### src/rtl/pfq_pkg.sv
package pfq_pkg;

    typedef struct packed {
        logic en_inst;
        logic en_data;
        logic en_read;
        logic en_write;
        logic miss_only;
        logic on_access;
        logic on_pfhit;
        logic use_va;
        logic coalesce;
    } pfq_cfg_t;

    typedef struct packed {
        logic miss;
        logic fetch;
        logic write;
        logic inval;
        logic uncache;
        logic swpf;
        logic cmo;
        logic evict;
        logic line_pf;
        logic va_ok;
    } pfq_attr_t;

    typedef enum logic [3:0] {
        RSN_PASS,
        RSN_CMD,
        RSN_COALESCE,
        RSN_PFHIT_YES,
        RSN_PFHIT_NO,
        RSN_HIT_OFF,
        RSN_UNCACHE,
        RSN_INST_OFF,
        RSN_DATA_OFF,
        RSN_READ_OFF,
        RSN_WRITE_OFF,
        RSN_INV_WRITE,
        RSN_EVICT,
        RSN_MISS_YES,
        RSN_MISS_NO,
        RSN_NO_VA
    } pfq_reason_e;

endpackage

### src/rtl/pfq_rule_filter.sv
module pfq_rule_filter
    import pfq_pkg::*;
(
    input  pfq_cfg_t    cfg,
    input  pfq_attr_t   attr,
    output pfq_reason_e reason,
    output logic        take,
    output logic        count_ok
);

    pfq_reason_e base_rsn;
    logic        base_take;

    // Priority chain: the first matching rule names the outcome.
    always_comb begin
        base_rsn = RSN_PASS;
        if (attr.swpf || attr.cmo)
            base_rsn = RSN_CMD;
        else if (attr.write && cfg.coalesce)
            base_rsn = RSN_COALESCE;
        else if (!attr.miss && cfg.on_pfhit)
            base_rsn = attr.line_pf ? RSN_PFHIT_YES : RSN_PFHIT_NO;
        else if (!attr.miss && !cfg.on_access)
            base_rsn = RSN_HIT_OFF;
        else if (attr.uncache)
            base_rsn = RSN_UNCACHE;
        else if (attr.fetch && !cfg.en_inst)
            base_rsn = RSN_INST_OFF;
        else if (!attr.fetch && !cfg.en_data)
            base_rsn = RSN_DATA_OFF;
        else if (!attr.fetch && !attr.write && !cfg.en_read)
            base_rsn = RSN_READ_OFF;
        else if (!attr.fetch && attr.write && !cfg.en_write)
            base_rsn = RSN_WRITE_OFF;
        else if (!attr.fetch && attr.write && attr.inval)
            base_rsn = RSN_INV_WRITE;
        else if (attr.evict)
            base_rsn = RSN_EVICT;
        else if (cfg.miss_only)
            base_rsn = attr.miss ? RSN_MISS_YES : RSN_MISS_NO;
    end

    always_comb begin
        unique case (base_rsn)
            RSN_PASS, RSN_PFHIT_YES, RSN_MISS_YES: base_take = 1'b1;
            default:                               base_take = 1'b0;
        endcase
    end

    // Address availability is checked last, only on otherwise accepted accesses.
    always_comb begin
        reason = base_rsn;
        if (base_take && cfg.use_va && !attr.va_ok)
            reason = RSN_NO_VA;
    end

    always_comb begin
        unique case (reason)
            RSN_PASS, RSN_PFHIT_YES, RSN_MISS_YES: take = 1'b1;
            default:                               take = 1'b0;
        endcase
    end

    assign count_ok = !(attr.swpf || attr.cmo) && !(attr.write && cfg.coalesce);

    always_comb begin
        if (take) begin
            a_take_not_cmd_r1: assert (!attr.swpf && !attr.cmo);
        end
    end

endmodule

### src/rtl/pfq_sat_counter.sv
module pfq_sat_counter #(
    parameter int W = 32
) (
    input  logic         clk,
    input  logic         rst,
    input  logic         inc,
    output logic [W-1:0] cnt
);

    localparam logic [W-1:0] CNT_MAX = {W{1'b1}};

    always_ff @(posedge clk) begin
        if (rst)
            cnt <= '0;
        else if (inc && cnt != CNT_MAX)
            cnt <= cnt + 1'b1;
    end

    p_hold_r13: assert property (@(posedge clk) disable iff (rst)
        !inc |=> $stable(cnt));
    p_saturate_r13: assert property (@(posedge clk) disable iff (rst)
        (inc && cnt == CNT_MAX) |=> cnt == CNT_MAX);

endmodule

### src/rtl/pfq_addr_split.sv
module pfq_addr_split #(
    parameter int ADDR_W     = 48,
    parameter int BLK_BYTES  = 64,
    parameter int PAGE_BYTES = 4096
) (
    input  logic [ADDR_W-1:0]             addr,
    output logic [ADDR_W-1:0]             blk_addr,
    output logic [$clog2(PAGE_BYTES)-1:0] page_off
);

    localparam int BLK_W = $clog2(BLK_BYTES);
    localparam int PG_W  = $clog2(PAGE_BYTES);

    assign blk_addr = {addr[ADDR_W-1:BLK_W], {BLK_W{1'b0}}};
    assign page_off = addr[PG_W-1:0];

endmodule

### src/rtl/pfq_train_qualifier.sv
module pfq_train_qualifier
    import pfq_pkg::*;
#(
    parameter int ADDR_W     = 48,
    parameter int BLK_BYTES  = 64,
    parameter int PAGE_BYTES = 4096,
    parameter int CNT_W      = 32,
    localparam int PG_W      = $clog2(PAGE_BYTES)
) (
    input  logic              clk,
    input  logic              rst,
    input  logic              cfg_en_inst,
    input  logic              cfg_en_data,
    input  logic              cfg_en_read,
    input  logic              cfg_en_write,
    input  logic              cfg_miss_only,
    input  logic              cfg_on_access,
    input  logic              cfg_on_pfhit,
    input  logic              cfg_use_va,
    input  logic              cfg_coalesce,
    input  logic              evt_valid,
    input  logic              evt_miss,
    input  logic              evt_fetch,
    input  logic              evt_write,
    input  logic              evt_inval,
    input  logic              evt_uncache,
    input  logic              evt_swpf,
    input  logic              evt_cmo,
    input  logic              evt_evict,
    input  logic              evt_secure,
    input  logic              evt_line_pf,
    input  logic [ADDR_W-1:0] evt_pa,
    input  logic [ADDR_W-1:0] evt_va,
    input  logic              evt_va_ok,
    output logic              train_valid,
    output logic [ADDR_W-1:0] train_addr,
    output logic [ADDR_W-1:0] train_blk_addr,
    output logic [PG_W-1:0]   train_page_off,
    output logic              train_secure,
    output logic              train_write,
    output logic              train_miss,
    output logic [CNT_W-1:0]  useful_cnt,
    output logic [CNT_W-1:0]  unusable_cnt
);

    localparam int N_CNT = 2;

    pfq_cfg_t    cfg;
    pfq_attr_t   attr;
    pfq_reason_e reason;
    logic        take;
    logic        count_ok;
    logic [ADDR_W-1:0] sel_addr;
    logic [ADDR_W-1:0] sel_blk;
    logic [PG_W-1:0]   sel_off;
    logic [N_CNT-1:0]  cnt_inc;
    logic [CNT_W-1:0]  cnt_val [N_CNT];

    assign cfg = '{en_inst:   cfg_en_inst,
                   en_data:   cfg_en_data,
                   en_read:   cfg_en_read,
                   en_write:  cfg_en_write,
                   miss_only: cfg_miss_only,
                   on_access: cfg_on_access,
                   on_pfhit:  cfg_on_pfhit,
                   use_va:    cfg_use_va,
                   coalesce:  cfg_coalesce};

    assign attr = '{miss:    evt_miss,
                    fetch:   evt_fetch,
                    write:   evt_write,
                    inval:   evt_inval,
                    uncache: evt_uncache,
                    swpf:    evt_swpf,
                    cmo:     evt_cmo,
                    evict:   evt_evict,
                    line_pf: evt_line_pf,
                    va_ok:   evt_va_ok};

    pfq_rule_filter u_filter (
        .cfg      (cfg),
        .attr     (attr),
        .reason   (reason),
        .take     (take),
        .count_ok (count_ok)
    );

    assign sel_addr = cfg_use_va ? evt_va : evt_pa;

    pfq_addr_split #(
        .ADDR_W     (ADDR_W),
        .BLK_BYTES  (BLK_BYTES),
        .PAGE_BYTES (PAGE_BYTES)
    ) u_split (
        .addr     (sel_addr),
        .blk_addr (sel_blk),
        .page_off (sel_off)
    );

    assign cnt_inc[0] = evt_valid && count_ok && evt_line_pf;
    assign cnt_inc[1] = evt_valid && count_ok && evt_line_pf && evt_miss;

    for (genvar g = 0; g < N_CNT; g++) begin : g_cnt
        pfq_sat_counter #(.W(CNT_W)) u_cnt (
            .clk (clk),
            .rst (rst),
            .inc (cnt_inc[g]),
            .cnt (cnt_val[g])
        );
    end

    assign useful_cnt   = cnt_val[0];
    assign unusable_cnt = cnt_val[1];

    always_ff @(posedge clk) begin
        if (rst) begin
            train_valid    <= 1'b0;
            train_addr     <= '0;
            train_blk_addr <= '0;
            train_page_off <= '0;
            train_secure   <= 1'b0;
            train_write    <= 1'b0;
            train_miss     <= 1'b0;
        end else begin
            train_valid <= evt_valid && take;
            if (evt_valid && take) begin
                train_addr     <= sel_addr;
                train_blk_addr <= sel_blk;
                train_page_off <= sel_off;
                train_secure   <= evt_secure;
                train_write    <= evt_write;
                train_miss     <= evt_miss;
            end
        end
    end

    p_pulse_from_strobe_r12: assert property (@(posedge clk) disable iff (rst)
        train_valid |-> $past(evt_valid));
    p_cmd_dropped_r1: assert property (@(posedge clk) disable iff (rst)
        (evt_valid && (evt_swpf || evt_cmo)) |=> !train_valid);
    p_no_va_dropped_r10: assert property (@(posedge clk) disable iff (rst)
        (evt_valid && cfg_use_va && !evt_va_ok) |=> !train_valid);
    p_uncache_miss_dropped_r7: assert property (@(posedge clk) disable iff (rst)
        (evt_valid && evt_miss && evt_uncache) |=> !train_valid);
    p_unusable_with_useful_r4: assert property (@(posedge clk) disable iff (rst)
        (unusable_cnt != $past(unusable_cnt)) |->
        (useful_cnt != $past(useful_cnt) || useful_cnt == {CNT_W{1'b1}}));

endmodule

### config.mk
export PLATFORM = sky130hd
export DESIGN_NAME = pfq_train_qualifier
export DESIGN_NICKNAME = d
export VERILOG_FILES = /design/src/rtl/pfq_pkg.sv /design/src/rtl/pfq_rule_filter.sv /design/src/rtl/pfq_sat_counter.sv /design/src/rtl/pfq_addr_split.sv /design/src/rtl/pfq_train_qualifier.sv
export SDC_FILE = /design/constraint.sdc
export NUM_CORES = 1
export LEC_CHECK = 0
export ABC_AREA = 0
export BUFFER_PORTS_ARGS = -buffer_cell sky130_fd_sc_hd__buf_2
export CELL_PAD_IN_SITES_DETAIL_PLACEMENT = 0
export CELL_PAD_IN_SITES_GLOBAL_PLACEMENT = 1
export CORE_MARGIN = 3
export CORE_UTILIZATION = 30
export DETAILED_ROUTE_END_ITERATION = 10
export GPL_TIMING_DRIVEN = 0
export PLACE_DENSITY = 0.84
export SLEW_MARGIN = 20
export SYNTH_ARGS = -nofsm -noshare
export SYNTH_HDL_FRONTEND = slang
export SYNTH_SLANG_ARGS = --single-unit
### constraint.sdc
create_clock -name clk -period 2.2 [get_ports clk]
set_clock_uncertainty 0.2 [all_clocks]
set_input_delay 0.44 -clock clk [delete_from_list [all_inputs] [get_ports clk]]
set_output_delay 0.44 -clock clk [all_outputs]
set_load 0.03 [all_outputs]
### After elaboration in Yosys (flattened, before gate mapping)

Cells that the tools add are included.

* add/subtract/negate cells: 2
* reductions and logical operators: 35
* equal/unequal tests: 6
* multiplexer cells: 18

Operators with widths (number)
* $add 32x1->32 const B: 2
* $ne 32x32->1 const B: 2
* $mux 4: 13
* $mux 48: 1
* $logic_and 1x1->1: 19
* $logic_not 1->1: 11
* $eq 4x2->1 const B: 2
* $eq 4x4->1 const B: 2
* $logic_not 4->1: 2
* $reduce_or 3->1: 2
* $mux 3: 1
* $mux 1: 2
* $mux 2: 1
* $logic_or 1x1->1: 1

* output and inout bits: 176
* input port bits: 119
* register bits: 170

### Logic depth before layout (Yosys ltp)

Gate-level depths: netlist of run 1.

* depth after elaboration: 23
* gate-level depth with buffers: 8
* depth with buffers taken out: 6

### Modules after synthesis

Synthesis of run 1 repeated with hierarchy kept, for this count alone.

* cells, all modules: 1023
* area, all modules: 9425.3 um^2

By module, submodules not included
* pfq_train_qualifier: instances 1, seq. area each 2242.2 um^2, area an instance 5260.0 um^2, cells each 511
* pfq_sat_counter: instances 2, seq. area each 640.6 um^2, area an instance 1674.1 um^2, cells each 199
* pfq_addr_split: instances 1, seq. area each 0.0 um^2, area an instance 454.2 um^2, cells each 61
* pfq_rule_filter: instances 1, seq. area each 0.0 um^2, area an instance 362.8 um^2, cells each 53

### Worst setup path before layout of run 1

Ideal clock, no wire load.

* path type: register to register
* from: register g_cnt[1].u_cnt.cnt[0]
* to: register g_cnt[1].u_cnt.cnt[26]
* period minus slack after synthesis: 2.662 ns
* arrival: 2.342 ns
* data required time: 1.879 ns
* cell stages (with the launch flop): 7
* slack: -0.462 ns
* path through: dfxtp_1 -> ha_1 -> and3_1 -> nand4_2 -> or4b_1 -> nor3_1 -> mux2_2

* longest elaborated chain between the ends: 2
* elaborated cells on any way between the ends: 3
* those cells by class: add/sub (1); eq/ne (1); reduce/logical (1)

Ends and longest elaborated chain
* from (decl): line pfq_sat_counter.sv:7 `output logic [W-1:0] cnt`
* from (signal assigned): line pfq_sat_counter.sv:16 `cnt <= cnt + 1'b1;`
* branches (longest 2 deep; another with $add 32x1->32)

Parallel ways; which one is timed is not known.
A chain may end at the register's enable or synchronous reset.

### Worst setup path in the final report of run 1

* from: register g_cnt[1].u_cnt.cnt[22]
* to: register g_cnt[1].u_cnt.cnt[31]

The elaborated chain is that of the path after synthesis.

==> key figures, run 1 <==
Clock tree
  • TritonCTS buffer count: 17
  • CTS root buf: clkbuf_16
  • Reg clk slew, reported paths: 0.06 ns
  • Clk sinks: 116
  • Worst-Skew Late Latency: 0.41 ns
  • Maximum clock path buffer count: 2
  • Hold_buf cts: 0
  • CTS tree: yes
  • CTS H-tree depth: 4

Layout
  • Net count, final: 1201
  • Area growth from synthesis to layout: 55.7%
  • Ant diodes: 0
  • FF+latch area: 2450 µm²
  • Area of the multi-input gates: 3390 µm²
  • Layout cells sized above 1: 52.8%
  • Final core utilization: 48.0%
  • Filler Cell Count: 1910

Yosys
  • Largest cells by area after synthesis: dfxtp_1, mux2i_1, a21oi_1
  • Synth warn: 0
  • Synthesized instance count: 708
  • Post-synth EDFFs: 0
  • Synth area leader: dfxtp_1
  • Yosys cell types: 46
  • Async S/R FF share, synth: 0%
  • Synth top area share: 38.2%
  • Most frequent cell after synthesis: dfxtp_1
  • Top FF cell, synth: dfxtp_1
  • Synth top cells by count: dfxtp_1, a21oi_1, buf_4
  • Mapped Area: 6090 µm²
  • Post-Syn Area per Cell: 8.60 µm²
  • #FFs+latches synth: 116
  • Seq/Total Area, Yosys: 38.2%

Setup path
  • Cell-by-cell trace of the critical path: nand4_1 -> or3_4 -> or4_4 -> nor4bb_4 -> mux2_4
  • Max incr delay on CP: 0.57 ns
  • CP startpoint kind: register
  • CP Data Required Time: 2.29 ns
  • Setup CP Type: register to register
  • Crit-path max FO: 3
  • R2R cell count: 5
  • Crit path DAT: 2.37 ns
  • CP Capture Type: register
  • CP max-delay cell: or4_4

Floorplan
  • Row count: 51
  • Initial Util: 30.9%
  • I/O Pins: 295
  • Die X: 148 µm
  • Die Ht: 148 µm
  • Core area: 19700 µm²
  • Die area: 22000 µm²

Global route
  • M1 GR Usage: 26.6%
  • GRT Overall Usage: 19.2%
  • Layer with the highest usage: met2
  • Met3 Use GR: 3.44%
  • Initial antenna violation count: 0
  • M2 GR Usage: 30.3%
  • GRT Residual Overflow: 0
  • Largest net degree at the start of global routing: 17
  • Vias in the first global route: 6277
  • Global-route wire length before repair: 33.7 mm

Pwr
  • PD cells: 555 nW/µm²
  • Net Sw Frac: 23.9%
  • Comb power frac: 9.2%
  • Sequential power share: 39.8%
  • VDD IR max: 0.000427 V
  • Internal power: 4.00 mW
  • Clock share of power: 51.0%
  • NetSw: 1.26 mW
  • Leakage: 4.37 nW

STA
  • Slew @ Worst Pin: 0.810 ns
  • Tmin final: 2.27 ns
  • RSZ-0062 raised after global routing: yes
  • Fmax: 440 MHz
  • Final worst-path cycle share: 103%
  • Final Setup Violations: 5
  • Slew margin rel.: 46.0%
  • Worst hold slack: 0.0746 ns
  • Setup WS post-layout: -0.0726 ns
  • Final hold violations: 0
  • Fin. max-slew vios: 0

Routing
  • Avg WL per Cell: 16.9 µm
  • Starting DRC count in detailed routing: 250
  • Final ANT Viol Nets: 0
  • Via density: 5.00
  • Vias: 6784
  • Routed wire length: 22.9 mm
  • First drt pass iteration count: 4
  • Remaining DRCs: 0

Placed design
  • Port buffer count: 287
  • GPL Wtd Cong: 0.870
  • HPWL Detailed: 16.6 mm

Hold path
  • Hold path cells: 3
  • Worst hold path type: input port to register

Run status
  • Violated checks: negative setup slack
  • Status: finished, violations left

Flow run
  • Maxcap violations: 0
worst paths after layout:
path	from	endpoint	slack, ns
min reg2reg	g_cnt[1].u_cnt.cnt[20]$_SDFFE_PP0P_	g_cnt[1].u_cnt.cnt[20]$_SDFFE_PP0P_	0.29
max	g_cnt[1].u_cnt.cnt[22]$_SDFFE_PP0P_	g_cnt[1].u_cnt.cnt[31]$_SDFFE_PP0P_	-0.07
min	evt_secure	train_secure$_SDFFE_PP0P_	0.07
max reg2reg	g_cnt[1].u_cnt.cnt[22]$_SDFFE_PP0P_	g_cnt[1].u_cnt.cnt[31]$_SDFFE_PP0P_	-0.07
cell families (layout without fill, tap and decap cells):
group / after synthesis / after routing / share of synthesized area (%)
AO/OA/AOI/OAI: 211 / 211 / 20.7
other: 1 / 6 / 0.0616
AND/OR/NAND/NOR: 193 / 193 / 18.7
adder cells (fa/ha/maj): 2 / 2 / 0.411
XOR/XNOR: 4 / 4 / 0.576
flip-flops: 116 / 116 / 38.2
multiplexers: 59 / 59 / 9.85
buffers and inverters: 122 / 500 / 11.5
sequential cells by signal, summed over array words and instances, names as in the netlist:
register and cells:
train_write 1, train_valid 1, train_secure 1, g_cnt.u_cnt.cnt 64, train_addr 48, train_miss 1
placed cells by master (no fill, tap or decap), types with 3 or more instances in the layout:
master,instances
clkbuf_8,6
and3_1,7
dfxtp_2,25
nand4_1,12
or4_4,4
clkbuf_1,25
o21ai_0,31
buf_4,123
and3_4,3
and4_4,4
a21oi_2,7
mux2i_1,52
conb_1,6
nor2_1,20
dfxtp_4,27
buf_6,4
nor2b_1,9
or4_1,16
nand2_1,21
a21bo_2,3
mux2_2,6
dfxtp_1,64
or3_4,4
clkbuf_16,19
clkbuf_2,9
a211oi_1,48
nand3_1,27
and2_1,4
o31ai_1,15
a21oi_1,94
o21ai_1,3
nor4_1,3
or3_1,32
xor2_1,3
buf_2,291
inv_1,15
power groups by stage:
stage	clock [mW]	combinational [mW]	sequential, mW
after floorplan	0	0.231	2.16
after global routing	2.81	0.522	2.09
after global placement	0	0.457	2.14
after CTS	2.72	0.475	2.10
after detailed placement	0	0.458	2.14
final	2.68	0.482	2.09
metrics by stage:
| step | setup TNS, ns | setup slack [ns] | power [mW] | area [µm²] | cells |
|---|---|---|---|---|---|
| 2_1_floorplan | -0.297 | -0.0913 | 2.39 | 6300 | 713 |
| 3_3_place_gp | -57.53 | -0.929 | 2.60 | 8070 | 1265 |
| 3_5_place_dp | -59.62 | -0.930 | 2.60 | 8070 | 1265 |
| 4_1_cts | -0.221 | -0.0889 | 5.30 | 9070 | 1328 |
| 5_1_grt | -1.05 | -0.108 | 5.43 | 9470 | 1356 |
| 6_report | -0.152 | -0.0726 | 5.26 | 9470 | 1356 |
final cells by class:
type                            instances  area share, %
Multi-Input combinational cell        475           35.8
Sequential cell                       116           25.9
Timing Repair Buffer                  353           21.0
Buffer                                102           7.21
Clock buffer                           26           5.48
Tap cell                              265           3.50
Inverter                               15          0.594
Clock inverter                          4          0.502
layer usage:
metal	up-vias	wire [µm]	share of wire, %
met3	25	1170	5.1
met5	-	0	0
li1	3337	-	-
met2	209	11000	48
met4	0	403	1.8
met1	3213	10300	45
timing repair:
action	CTS	global route
endpoints found under the hold margin	0	0
setup endpoints to repair	109	94
setup buffers	36	27
pin swaps	20	29
gates cloned	0	3
gates resized for setup	35	63
worst max-delay path: cells and delay by family, from the launching register on:
family / cells / cell delay, ns
simple gates: 4 / 1.32
mux: 1 / 0.30
flops: 1 / 0.34
Power figures use the tool's default switching activity.
==> run 2: changes to the inputs <==
--- a/config.mk
+++ b/config.mk
@@ -13,8 +13,9 @@
 export CORE_UTILIZATION = 30
 export DETAILED_ROUTE_END_ITERATION = 10
 export GPL_TIMING_DRIVEN = 0
-export PLACE_DENSITY = 0.84
+export PLACE_DENSITY = 0.75
 export SLEW_MARGIN = 20
 export SYNTH_ARGS = -nofsm -noshare
 export SYNTH_HDL_FRONTEND = slang
+export SYNTH_HIERARCHICAL = 1
 export SYNTH_SLANG_ARGS = --single-unit
==> constraint.sdc (replaced) <==
create_clock -name clk -period 2.2 [get_ports clk]
set_clock_uncertainty 0.2 [all_clocks]
set_input_delay 0.44 -clock clk [delete_from_list [all_inputs] [get_ports clk]]
set_output_delay 0.44 -clock clk [all_outputs]
set_load 0.05 [all_outputs]
==> key figures, run 2 <==
Pwr
  • Internal power: 5.31 mW
  • NetSw: 2.07 mW
  • PD cells: 505 nW/µm²
  • VDD IR max: 0.000477 V
  • Comb power frac: 14.9%
  • Sequential power share: 43.3%
  • Net Sw Frac: 28.1%
  • Clock share of power: 41.8%
  • Leakage: 6.78 nW

Placed design
  • HPWL Detailed: 23.9 mm
  • Placement Setup Slack: -1.12 ns
  • Port buffer count: 293
  • GPL Wtd Cong: 0.840

Setup path
  • Crit Reg-Reg Endpoint: g_cnt[0].u_cnt/cnt[19]$_SDFFE_PP0P_
  • Worst reg-to-reg setup slack: -0.08 ns
  • CP Depth: 12
  • Max incr delay on CP: 0.43 ns
  • CP max-delay cell: or4_4
  • Cell-by-cell trace of the critical path: buf_6 -> or2_4 -> a21oi_4 -> and3_4 -> and2_4 -> nand4_1 -> buf_6 -> nor4_4 -> buf_4 -> nand4_1 -> or4_4 -> a21oi_2
  • Delay-heaviest family, CP: simple AND/OR/NAND/NOR gates
  • CP Data Required Time: 2.34 ns
  • R2R cell count: 7
  • Reg-to-reg startpoint: g_cnt[0].u_cnt/cnt[11]$_SDFFE_PP0P_
  • CP Capture Type: register
  • Crit-path max FO: 4
  • Setup CP Type: input port to register
  • Number of buffers and inverters on the critical path: 3
  • CP startpoint kind: input port
  • Crit path DAT: 2.60 ns

Routing
  • Starting DRC count in detailed routing: 452
  • First drt pass iteration count: 5
  • Vias: 9337
  • Remaining DRCs: 0
  • Avg WL per Cell: 18.9 µm
  • Via density: 5.09
  • Final ANT Viol Nets: 0
  • Routed wire length: 34.6 mm

Floorplan
  • Die area: 33300 µm²
  • Initial Util: 30.5%
  • Core area: 30700 µm²
  • Die X: 183 µm
  • I/O Pins: 295
  • Die Ht: 183 µm
  • Row count: 64

STA
  • Final hold violations: 0
  • Fin. max-slew vios: 0
  • Final worst-path cycle share: 112%
  • Slew @ Worst Pin: 0.856 ns
  • Tmin final: 2.46 ns
  • Setup WS post-layout: -0.261 ns
  • Final Setup Violations: 130
  • Slew margin rel.: 43.0%
  • RSZ-0062 raised after global routing: yes
  • Fmax: 406 MHz

Global route
  • Layer with the highest usage: met2
  • GRT Residual Overflow: 0
  • M2 GR Usage: 34.2%
  • GRT Overall Usage: 19.7%
  • Met3 Use GR: 3.77%
  • Initial antenna violation count: 1
  • Global-route wire length before repair: 52.2 mm
  • Vias in the first global route: 9042
  • M1 GR Usage: 25.3%
  • Largest net degree at the start of global routing: 18

Flow run
  • Maxcap violations: 0

Run status
  • Violated checks: negative setup slack
  • Status: finished, violations left

Layout
  • Commonest non-fill, non-tap cell in the layout: buf_2
  • Max reg flops: 64
  • Filler Cell Count: 2919
  • Area of the multi-input gates: 5890 µm²
  • Final core utilization: 47.6%
  • Net count, final: 1546
  • Layout cells sized above 1: 55.6%
  • Most frequent cells in the layout: buf_2, buf_4, dfxtp_1
  • FF+latch area: 3680 µm²
  • Ant diodes: 0
  • Most flops, register: g_cnt.u_cnt/cnt
  • Area growth from synthesis to layout: 56.1%
  • Largest registers: g_cnt.u_cnt/cnt: 64 flops, train_addr: 48 flops, train_blk_addr: 48 flops

Clock tree
  • CTS tree: yes
  • CTS H-tree depth: 4
  • Clk sinks: 176
  • TritonCTS buffer count: 17
  • Maximum clock path buffer count: 2
  • CTS root buf: clkbuf_16
  • Reg clk slew, reported paths: 0.06 ns
  • Worst-Skew Late Latency: 0.43 ns
  • Hold_buf cts: 0

Yosys
  • Mapped Area: 9360 µm²
  • Synthesized instance count: 1013
  • Post-Syn Area per Cell: 9.24 µm²
  • Synth warn: 6

Hold path
  • Hold Startpoint: evt_secure
  • WHS Endpoint: train_secure$_SDFFE_PP0P_
  • Hold path cells: 3
  • Worst hold path type: input port to register
==> run 2: worst max path at each step <==
stage,startpoint,to
final,evt_cmo,g_cnt[1].u_cnt/cnt[29]$_SDFFE_PP0P_
after global routing,evt_cmo,train_addr[36]$_SDFFE_PP0P_
after CTS,evt_cmo,g_cnt[1].u_cnt/cnt[27]$_SDFFE_PP0P_
after detailed placement,evt_valid,g_cnt[1].u_cnt/cnt[31]$_SDFFE_PP0P_
after global placement,evt_valid,g_cnt[1].u_cnt/cnt[31]$_SDFFE_PP0P_
after floorplan,evt_cmo,g_cnt[1].u_cnt/cnt[31]$_SDFFE_PP0P_
==> run 2: power groups by stage <==
stage / Combinational, mW / Sequential [mW] / Clock [mW]
after floorplan: 0.521 / 3.39 / 0
after global placement: 0.936 / 3.27 / 0
after detailed placement: 0.943 / 3.27 / 0
after CTS: 1.08 / 3.20 / 3.16
after global routing: 1.17 / 3.20 / 3.28
final: 1.10 / 3.19 / 3.09
==> run 2: worst reg2reg max path: stages (launching register included) <==
cell     delay [ns]
dfxtp_4        0.36
buf_4          0.11
and4_4         0.24
nand4_1        0.16
buf_6          0.17
or4_4          0.48
or3_4          0.38
a21oi_2        0.11
==> run 2: what timing repair did <==
item	4_1_cts	5_1_grt
endpoints found under the setup margin	163	174
buffers inserted	48	36
pin swaps	63	66
hold endpoints to repair	0	0
gates cloned	21	2
gates resized for setup	110	126
==> run 2: stage by stage <==
stage	hold WS [ns]	instances	instance area [µm²]	setup TNS [ns]	total power, mW
2_1_floorplan	0.359	1018	10100	-22.29	3.91
3_3_place_gp	0.278	1707	12000	-108.19	4.21
3_5_place_dp	0.287	1707	12000	-105.62	4.21
4_1_cts	0.0762	1808	14000	-21.50	7.44
5_1_grt	0.0858	1834	14600	-32.07	7.65
6_report	0.0937	1834	14600	-18.96	7.38
==> run 2: routing by layer <==
layer	vias to the layer above	share of wire, %
li1	4543	-
met1	4503	43
met2	251	50
met3	38	5.8
met4	2	1.7
met5	-	0.020
==> run 2: cell type report <==
class                   instances  area share [%]
flip-flops and latches        176            25.2
inverters                       8           0.206
clock buffers                  20            3.06
well taps                     396            3.39
multi-input cells             691            40.3
clock inverters                12           0.891
repair buffers                392            18.3
plain buffers                 139            8.59
